===== src/rtl/shared_sel_spi_target.sv =====
module shared_sel_spi_target #(
  parameter int WORD_W      = 8,
  parameter int SYNC_STAGES = 2
) (
  input  logic              clk,
  input  logic              rst_n,
  input  logic [WORD_W-1:0] dev_addr,
  input  logic              sclk,
  input  logic              cs_n,
  input  logic              mosi,
  input  logic [WORD_W-1:0] tx_data,
  output logic              miso,
  output logic              miso_oe,
  output logic              tx_load,
  output logic              rx_valid,
  output logic [WORD_W-1:0] rx_data
);
  localparam int CNT_W = (WORD_W > 2) ? $clog2(WORD_W) : 1;
  localparam logic [CNT_W-1:0] LAST_BIT = CNT_W'(WORD_W - 1);

  typedef enum logic [1:0] {PH_ADDR, PH_DATA, PH_SKIP} phase_t;

  logic [SYNC_STAGES-1:0] sclk_sync, cs_sync, mosi_sync;
  logic                   sclk_d;
  logic                   sclk_now, cs_now, mosi_now, rise, fall;
  logic [CNT_W-1:0]       bit_cnt;
  logic [WORD_W-1:0]      rx_sh, tx_sh, word_next;
  phase_t                 phase;

  always_ff @(posedge clk or negedge rst_n) begin
    if (!rst_n) begin
      sclk_sync <= '0;
      cs_sync   <= '1;
      mosi_sync <= '0;
      sclk_d    <= 1'b0;
    end else begin
      sclk_sync <= {sclk_sync[SYNC_STAGES-2:0], sclk};
      cs_sync   <= {cs_sync[SYNC_STAGES-2:0], cs_n};
      mosi_sync <= {mosi_sync[SYNC_STAGES-2:0], mosi};
      sclk_d    <= sclk_now;
    end
  end

  assign sclk_now  = sclk_sync[SYNC_STAGES-1];
  assign cs_now    = cs_sync[SYNC_STAGES-1];
  assign mosi_now  = mosi_sync[SYNC_STAGES-1];
  assign rise      = sclk_now & ~sclk_d;
  assign fall      = ~sclk_now & sclk_d;
  assign word_next = {rx_sh[WORD_W-2:0], mosi_now};

  always_ff @(posedge clk or negedge rst_n) begin
    if (!rst_n) begin
      phase    <= PH_ADDR;
      bit_cnt  <= '0;
      rx_sh    <= '0;
      tx_sh    <= '0;
      rx_data  <= '0;
      rx_valid <= 1'b0;
      tx_load  <= 1'b0;
    end else begin
      rx_valid <= 1'b0;
      tx_load  <= 1'b0;
      if (cs_now) begin
        phase   <= PH_ADDR;
        bit_cnt <= '0;
      end else if (rise && phase != PH_SKIP) begin
        rx_sh <= word_next;
        if (bit_cnt == LAST_BIT) begin
          bit_cnt <= '0;
          if (phase == PH_ADDR) begin
            if (word_next == dev_addr) begin
              phase   <= PH_DATA;
              tx_sh   <= tx_data;
              tx_load <= 1'b1;
            end else begin
              phase <= PH_SKIP;
            end
          end else begin
            rx_data  <= word_next;
            rx_valid <= 1'b1;
            tx_sh    <= tx_data;
            tx_load  <= 1'b1;
          end
        end else begin
          bit_cnt <= bit_cnt + 1'b1;
        end
      end else if (fall && phase == PH_DATA && bit_cnt != '0) begin
        tx_sh <= {tx_sh[WORD_W-2:0], 1'b0};
      end
    end
  end

  assign miso    = tx_sh[WORD_W-1];
  assign miso_oe = (phase == PH_DATA) && !cs_now;
endmodule


===== config.mk =====
export PLATFORM = sky130hd
export DESIGN_NAME = shared_sel_spi_target
export DESIGN_NICKNAME = d
export VERILOG_FILES = /design/src/rtl/shared_sel_spi_target.sv
export SDC_FILE = /design/constraint.sdc
export NUM_CORES = 1
export LEC_CHECK = 0
export CAP_MARGIN = 20
export CORE_ASPECT_RATIO = 1.25
export CORE_MARGIN = 3
export CORE_UTILIZATION = 35
export CTS_CLUSTER_SIZE = 28
export DETAILED_ROUTE_END_ITERATION = 8
export DONT_BUFFER_PORTS = 1
export SLEW_MARGIN = 20
export SYNTH_ARGS = -nofsm -noshare
export SYNTH_HDL_FRONTEND = slang
export SYNTH_SLANG_ARGS = --single-unit

===== constraint.sdc =====
create_clock -name clk -period 1.7 [get_ports clk]
set_input_delay 0.255 -clock clk [delete_from_list [all_inputs] [get_ports clk]]
set_output_delay 0.255 -clock clk [all_outputs]
set_load 0.01 [all_outputs]

==> results of run 1 <==
-- routing by layer --
metal | up-vias | share of wire [%]
met2 | 35 | 48
met5 | - | 0
met1 | 448 | 41
li1 | 421 | -
met3 | 5 | 9.8
met4 | 0 | 1.1
-- final timing paths --
check	slack [ns]	from	to	cells past startpoint
setup / recovery	0.11	bit_cnt[1]	rx_data[4]	6
hold / removal	0.12	tx_data[0]	tx_sh[0]	2
setup reg to reg	0.11	bit_cnt[1]	rx_data[4]	6
hold reg to reg	0.36	cs_sync[0]	cs_sync[1]	0
max in group asynchronous	1.02	rst_n	cs_sync[0]	2
min in group asynchronous	0.44	rst_n	tx_sh[0]	2
-- timing repair --
action,in CTS,in global routing
hold buffers,5,0
hold endpoints to repair,40,0
endpoints found under the setup margin,0,22
buffers inserted,0,1
gates resized for setup,0,3
-- cell type report --
| cell class | instances | area [sq um] | area share (%) |
|---|---|---|---|
| inverter | 5 | 18.8 | 0.989 |
| sequential | 37 | 928 | 48.9 |
| tap | 56 | 70.1 | 3.69 |
| clock buffer | 6 | 82.6 | 4.35 |
| multi-input combinational | 72 | 658 | 34.7 |
| timing repair buffer | 9 | 103 | 5.41 |
| clock inverter | 2 | 37.5 | 1.98 |
-- layout by cell type (no fill, tap or decap) --
cell type       n
dfrtp_1        35
mux2_2         28
xnor2_1         9
nor2_1          8
clkbuf_8        6
inv_1           5
dlygate4sd3_1   4
mux2i_1         3
ha_1            3
buf_4           3
nand2_1         2
nor2_4          2
nand4_1         2
nand3_1         2
a21oi_1         2
dfstp_2         2
buf_12          2
nand2b_1        1
and2b_2         1
nand2b_2        1
nand2_4         1
a31o_2          1
and4bb_2        1
o21ai_1         1
a21oi_2         1
o21ai_4         1
mux2_1          1
or3_1           1
bufinv_16       1
clkinvlp_4      1
-- synth_stat cells, drive strengths merged --
cell    count  share of area [%]
ha          3                2.3
nor2       10                3.3
clkbuf      1               0.23
and4bb      1               0.78
buf         1               0.70
mux2       29                 20
nand2b      2               0.94
inv         5                1.2
nand4       2               0.78
dfstp       2                3.3
nand3       2               0.62
or3         1               0.39
and2b       1               0.55
xnor2       9                4.9
a31o        1               0.55
nand2       3               0.86
a21oi       3               0.94
mux2i       3                1.9
dfrtp      35                 55
o21ai       2               0.86
-- registers in the layout, summed over array words and instances, names as in the netlist --
name / count
rx_sh: 7
tx_sh: 8
cs_sync: 2
mosi_sync: 2
tx_load: 1
sclk_d: 1
phase: 2
sclk_sync: 2
rx_valid: 1
bit_cnt: 3
rx_data: 8
-- stage by stage --
step | util (%) | hold WS, ns | cells
global placement | 39.5 | -0.0390 | 173
floorplan | - | -0.0406 | 116
global route | 44.5 | 0.139 | 187
CTS | 43.7 | 0.114 | 186
detailed placement | 39.5 | -0.0393 | 173
finish | 44.5 | 0.119 | 187
-- cells by family after synthesis --
logic type	Yosys count	synth area share (%)
xor gates and xnor gates	9	4.91
buffers and inverters	7	2.11
adders and majority gates	3	2.34
and+or+nand+nor	22	8.19
muxes	32	22.2
DFF	37	57.9
AOI/OAI and AO/OA	6	2.34
-- where the power goes --
group | switching [W] | internal, W
Combinational | 0.0000903 | 0.000155
Clock | 0.000304 | 0.000477
Sequential | 0.0000765 | 0.000960
Total | 0.000471 | 0.00159
==> out/qor.csv, run 1 <==
stage;metric;value;unit
run_status;status;complete, no violations;
die;dieArea;5440;sq um
layout;final_nets;154;
clock_tree;clkLatencyLatePin;0.28;ns
synthesis;synthCells;116;
flow_run;drv_cap;0;
place;gp_congestion;0.679;
clock_tree;cts_tree;yes;
setup_path;timing.critical_path.buf_inv;1;
layout;fillCellCount;399;
place;io_buffers;0;
die;num_io_pins;33;
clock_tree;htree_num_levels;2;
setup_path;slowest_stage;dfrtp_1;
layout;syn2layout_area_growth;18.3;%
setup_path;path_delay_family;flip-flops;
setup_path;cpMostUsedCell;ha_1;
timing;tightestPinTransition;0.288;ns
global_routing;first_global_vias;992;
setup_path;crit_type;register to register;
global_routing;use_met3;6.16;%
global_routing;grt_usage;11.6;%
pwr;p_per_area;1090;nW/um^2
setup_path;cp_data_required_time;1.87;ns
die;chipWidth;66.6;um
global_routing;grt_max_degree;38;
clock_tree;numCtsBuffers;5;
timing;fmax;628;MHz
clock_tree;cts_root_buf;clkbuf_8;
synthesis;ys_warn_count;0;
synthesis;ys_seq_elements;37;
global_routing;grt_pass1_wl;4620;um
setup_path;cpPeakStageDelay;0.38;ns
route;wire_per_inst;14.6;um
timing;fin_setup_tns;0;ns
timing;relSlewSlack;80.8;%
setup_path;cp.arrival;1.76;ns
clock_tree;cts.sinks;37;
global_routing;grt_overflow;0;
route;postRouteAntennaNets;0;
route;drtIter0Drc;32;
global_routing;top_usage_layer;met2;
die;rows;26;
route;drt_wl_total;2740;um
place;placed_area;1680;sq um
setup_path;setup.worst_path.start_class;register;
die;dieHeight;81.7;um
route;first_pass_iters;2;
timing;fin_crit;1.59;ns
synthesis;synth_fp_nets;140;
place;dp_hpwl;1980;um
die;start_util;37.6;%
pwr;p_leak;0.880;nW
timing;skew;0.00441;ns
setup_path;worstPathCellList;ha_1, ha_1, nand2_1, nor2_4, buf_12, mux2_2;
timing;hold_viol;0;
place;place_ws;0.0432;ns
timing;final-max-slew-violation-count;0;
synthesis;synth-seq-area-share;57.9;%
route;via_per_inst;4.86;
pwr;power;0.00206;W
synthesis;syn_area_per_cell;13.8;sq um
timing;fin_ws;0.108;ns
layout;diodes;0;
route;vias;909;
synthesis;synth.distinct_cells;25;
setup_path;endpoint_kind;register;
die;design.core.area;4260;sq um
pwr;ir_drop;0.549;mV
global_routing;met1_usage;13.2;%
layout;final_area;1900;sq um
clock_tree;cts_max_path_buffers;2;
timing;rsz0062_at_grt;false;
worst_hold_path;hold_class;primary input to register;
clock_tree;clkTransAtPathRegs;0.07;ns
global_routing;antenna_found_initial;0;
global_routing;met2_usage;18.7;%
route;drc;0;
layout;layout-drive-gt1-share;39.7;%
timing;period_share;93.6;%
timing;setup_violations;0;
setup_path;cp_max_fo;10;
synthesis;syn_area;1600;sq um
No activity file was read; power rests on OpenSTA's default activity.
==> inputs of run 2 (changes only) <==
Settings changed: CELL_PAD_IN_SITES_DETAIL_PLACEMENT set to 2, CELL_PAD_IN_SITES_GLOBAL_PLACEMENT set to 2, CORE_UTILIZATION 35 to 41, PLACE_DENSITY_LB_ADDON set to 0.1.
==> run 2 against run 1 <==
Power down 10%. Highest routed layer unchanged. Largest power group unchanged. Fmax down 3.6%. Cell count down 2.7%. Setup slack worse by 0.060 ns. Worst hold slack worse by 0.0058 ns.
==> out/qor.csv, run 2 (synthesis results as in run 1) <==
stage;metric;value;unit
setup_path;cp.arrival;1.82;ns
place;dp_hpwl;2200;um
pwr;switching_share;25.3;%
layout;mostFrequentLayoutCells;34 x dfrtp_1, 28 x mux2_2, 9 x xnor2_1, 7 x nor2_1;
die;dieHeight;75.9;um
setup_path;setup.worst_path.start_class;register;
timing;tightestPinTransition;0.297;ns
global_routing;top_usage_layer;met2;
layout;final_area;1850;sq um
timing;final-max-slew-violation-count;0;
layout;syn2layout_area_growth;15.5;%
flow_run;drv_cap;0;
pwr;p_leak;0.853;nW
global_routing;grt_max_degree;38;
route;wire_per_inst;17.5;um
global_routing;met2_usage;24.9;%
pwr;p_clk_share;31.8;%
pwr;ir_drop;0.456;mV
route;vias;943;
global_routing;antenna_found_initial;0;
layout;utilization;51.0;%
global_routing;first_global_vias;1084;
setup_path;crit_type;register to register;
route;drc;0;
route;postRouteAntennaNets;0;
setup_path;worstPathCellList;ha_1, ha_1, nand2_1, nor2_4, buf_12, mux2_2;
worst_hold_path;hold_class;primary input to register;
pwr;power;0.00185;W
timing;rsz0062_at_grt;true;
setup_path;cpMostUsedCell;ha_1;
pwr;intPower;0.00139;W
setup_path;cp_max_fo;10;
route;drt_wl_total;3180;um
layout;seqCellArea;930;sq um
setup_path;timing.critical_path.buf_inv;1;
pwr;net-switching-power;0.000469;W
clock_tree;cts_tree;yes;
layout;fillCellCount;348;
die;chipWidth;61.9;um
die;rows;24;
timing;hold_viol;0;
timing;period_share;97.1;%
clock_tree;numCtsBuffers;5;
timing;fmax;606;MHz
setup_path;cp_data_required_time;1.87;ns
global_routing;met1_usage;16.7;%
clock_tree;htree_num_levels;2;
route;first_pass_iters;2;
global_routing;grt_usage;15.2;%
timing;skew;0.00564;ns
layout;diodes;0;
global_routing;use_met3;5.27;%
clock_tree;cts_root_buf;clkbuf_8;
setup_path;cpPeakStageDelay;0.38;ns
place;placed_area;1670;sq um
die;start_util;44.1;%
route;via_per_inst;5.18;
setup_path;path_delay_family;flip-flops;
clock_tree;cts.sinks;37;
pwr;seq_power_share;56.3;%
layout;final_nets;153;
place;io_buffers;0;
place;gp_congestion;0.776;
clock_tree;clkTransAtPathRegs;0.07;ns
layout;layout_commonest_cell;dfrtp_1;
setup_path;slowest_stage;dfrtp_1;
timing;fin_crit;1.65;ns
layout;layout-drive-gt1-share;39.2;%
global_routing;grt_overflow;0;
run_status;status;complete, no violations;
pwr;pwr-share-comb;11.9;%
timing;setup_violations;0;
clock_tree;cts_max_path_buffers;2;
clock_tree;clkLatencyLatePin;0.29;ns
layout;top_regs;rx_data x8, tx_sh x8, rx_sh x7;
global_routing;grt_pass1_wl;5270;um
setup_path;endpoint_kind;register;
route;drtIter0Drc;14;
die;dieArea;4700;sq um
die;num_io_pins;33;
die;design.core.area;3630;sq um
layout;multi_input_area;661;sq um
timing;relSlewSlack;80.2;%
pwr;p_per_area;1000;nW/um^2
-- run 2: layout make-up --
class / count / area share, %
multi-input combinational: 72 / 35.7
tap: 52 / 3.51
clock buffer: 7 / 4.12
timing repair buffer: 8 / 5.13
inverter: 5 / 1.01
clock inverter: 1 / 0.405
sequential: 37 / 50.2
-- run 2: final timing paths --
path | from | to | slack, ns | cells past startpoint
worst min-delay path | tx_data[0] | tx_sh[0] | 0.11 | 2
max in group asynchronous | rst_n | cs_sync[0] | 1.01 | 2
worst max-delay path | bit_cnt[1] | rx_data[6] | 0.05 | 6
worst max register to register | bit_cnt[1] | rx_data[6] | 0.05 | 6
worst min register to register | sclk_sync[0] | sclk_sync[1] | 0.35 | 0
min in group asynchronous | rst_n | tx_sh[2] | 0.44 | 2
-- run 2: per-stage QoR --
stage                     hold slack (ns)  instances  worst slack (ns)  TNS (ns)
after floorplan                   -0.0406        116             0.172         0
after global placement            -0.0396        168            0.0678         0
after detailed placement          -0.0395        168            0.0113         0
after CTS                           0.100        181            0.0297         0
after global routing                0.119        182           -0.0462    -0.397
final                               0.113        182            0.0485         0
-- run 2: power by group through the flow --
| stage | combinational, W | sequential (W) | clock, W |
|---|---|---|---|
| 6_report | 0.000221 | 0.00104 | 0.000589 |
| 2_1_floorplan | 0.000165 | 0.00103 | 0 |
| 3_3_place_gp | 0.000182 | 0.00105 | 0 |
| 4_1_cts | 0.000226 | 0.00105 | 0.000621 |
| 5_1_grt | 0.000245 | 0.00106 | 0.000658 |
| 3_5_place_dp | 0.000191 | 0.00107 | 0 |
-- run 2: per-layer routing --
| layer | up-vias | share of wire, % |
|---|---|---|
| met1 | 487 | 36 |
| met4 | 0 | 2.1 |
| met3 | 9 | 6.7 |
| met5 | - | 0 |
| met2 | 30 | 55 |
| li1 | 417 | - |
-- run 2: repair_timing --
item | in CTS | in global routing
resized for setup | 2 | 3
pin swaps | 0 | 1
hold buffers | 5 | 0
endpoints found under the hold margin | 40 | 0
buffers inserted | 0 | 1
endpoints found under the setup margin | 7 | 15
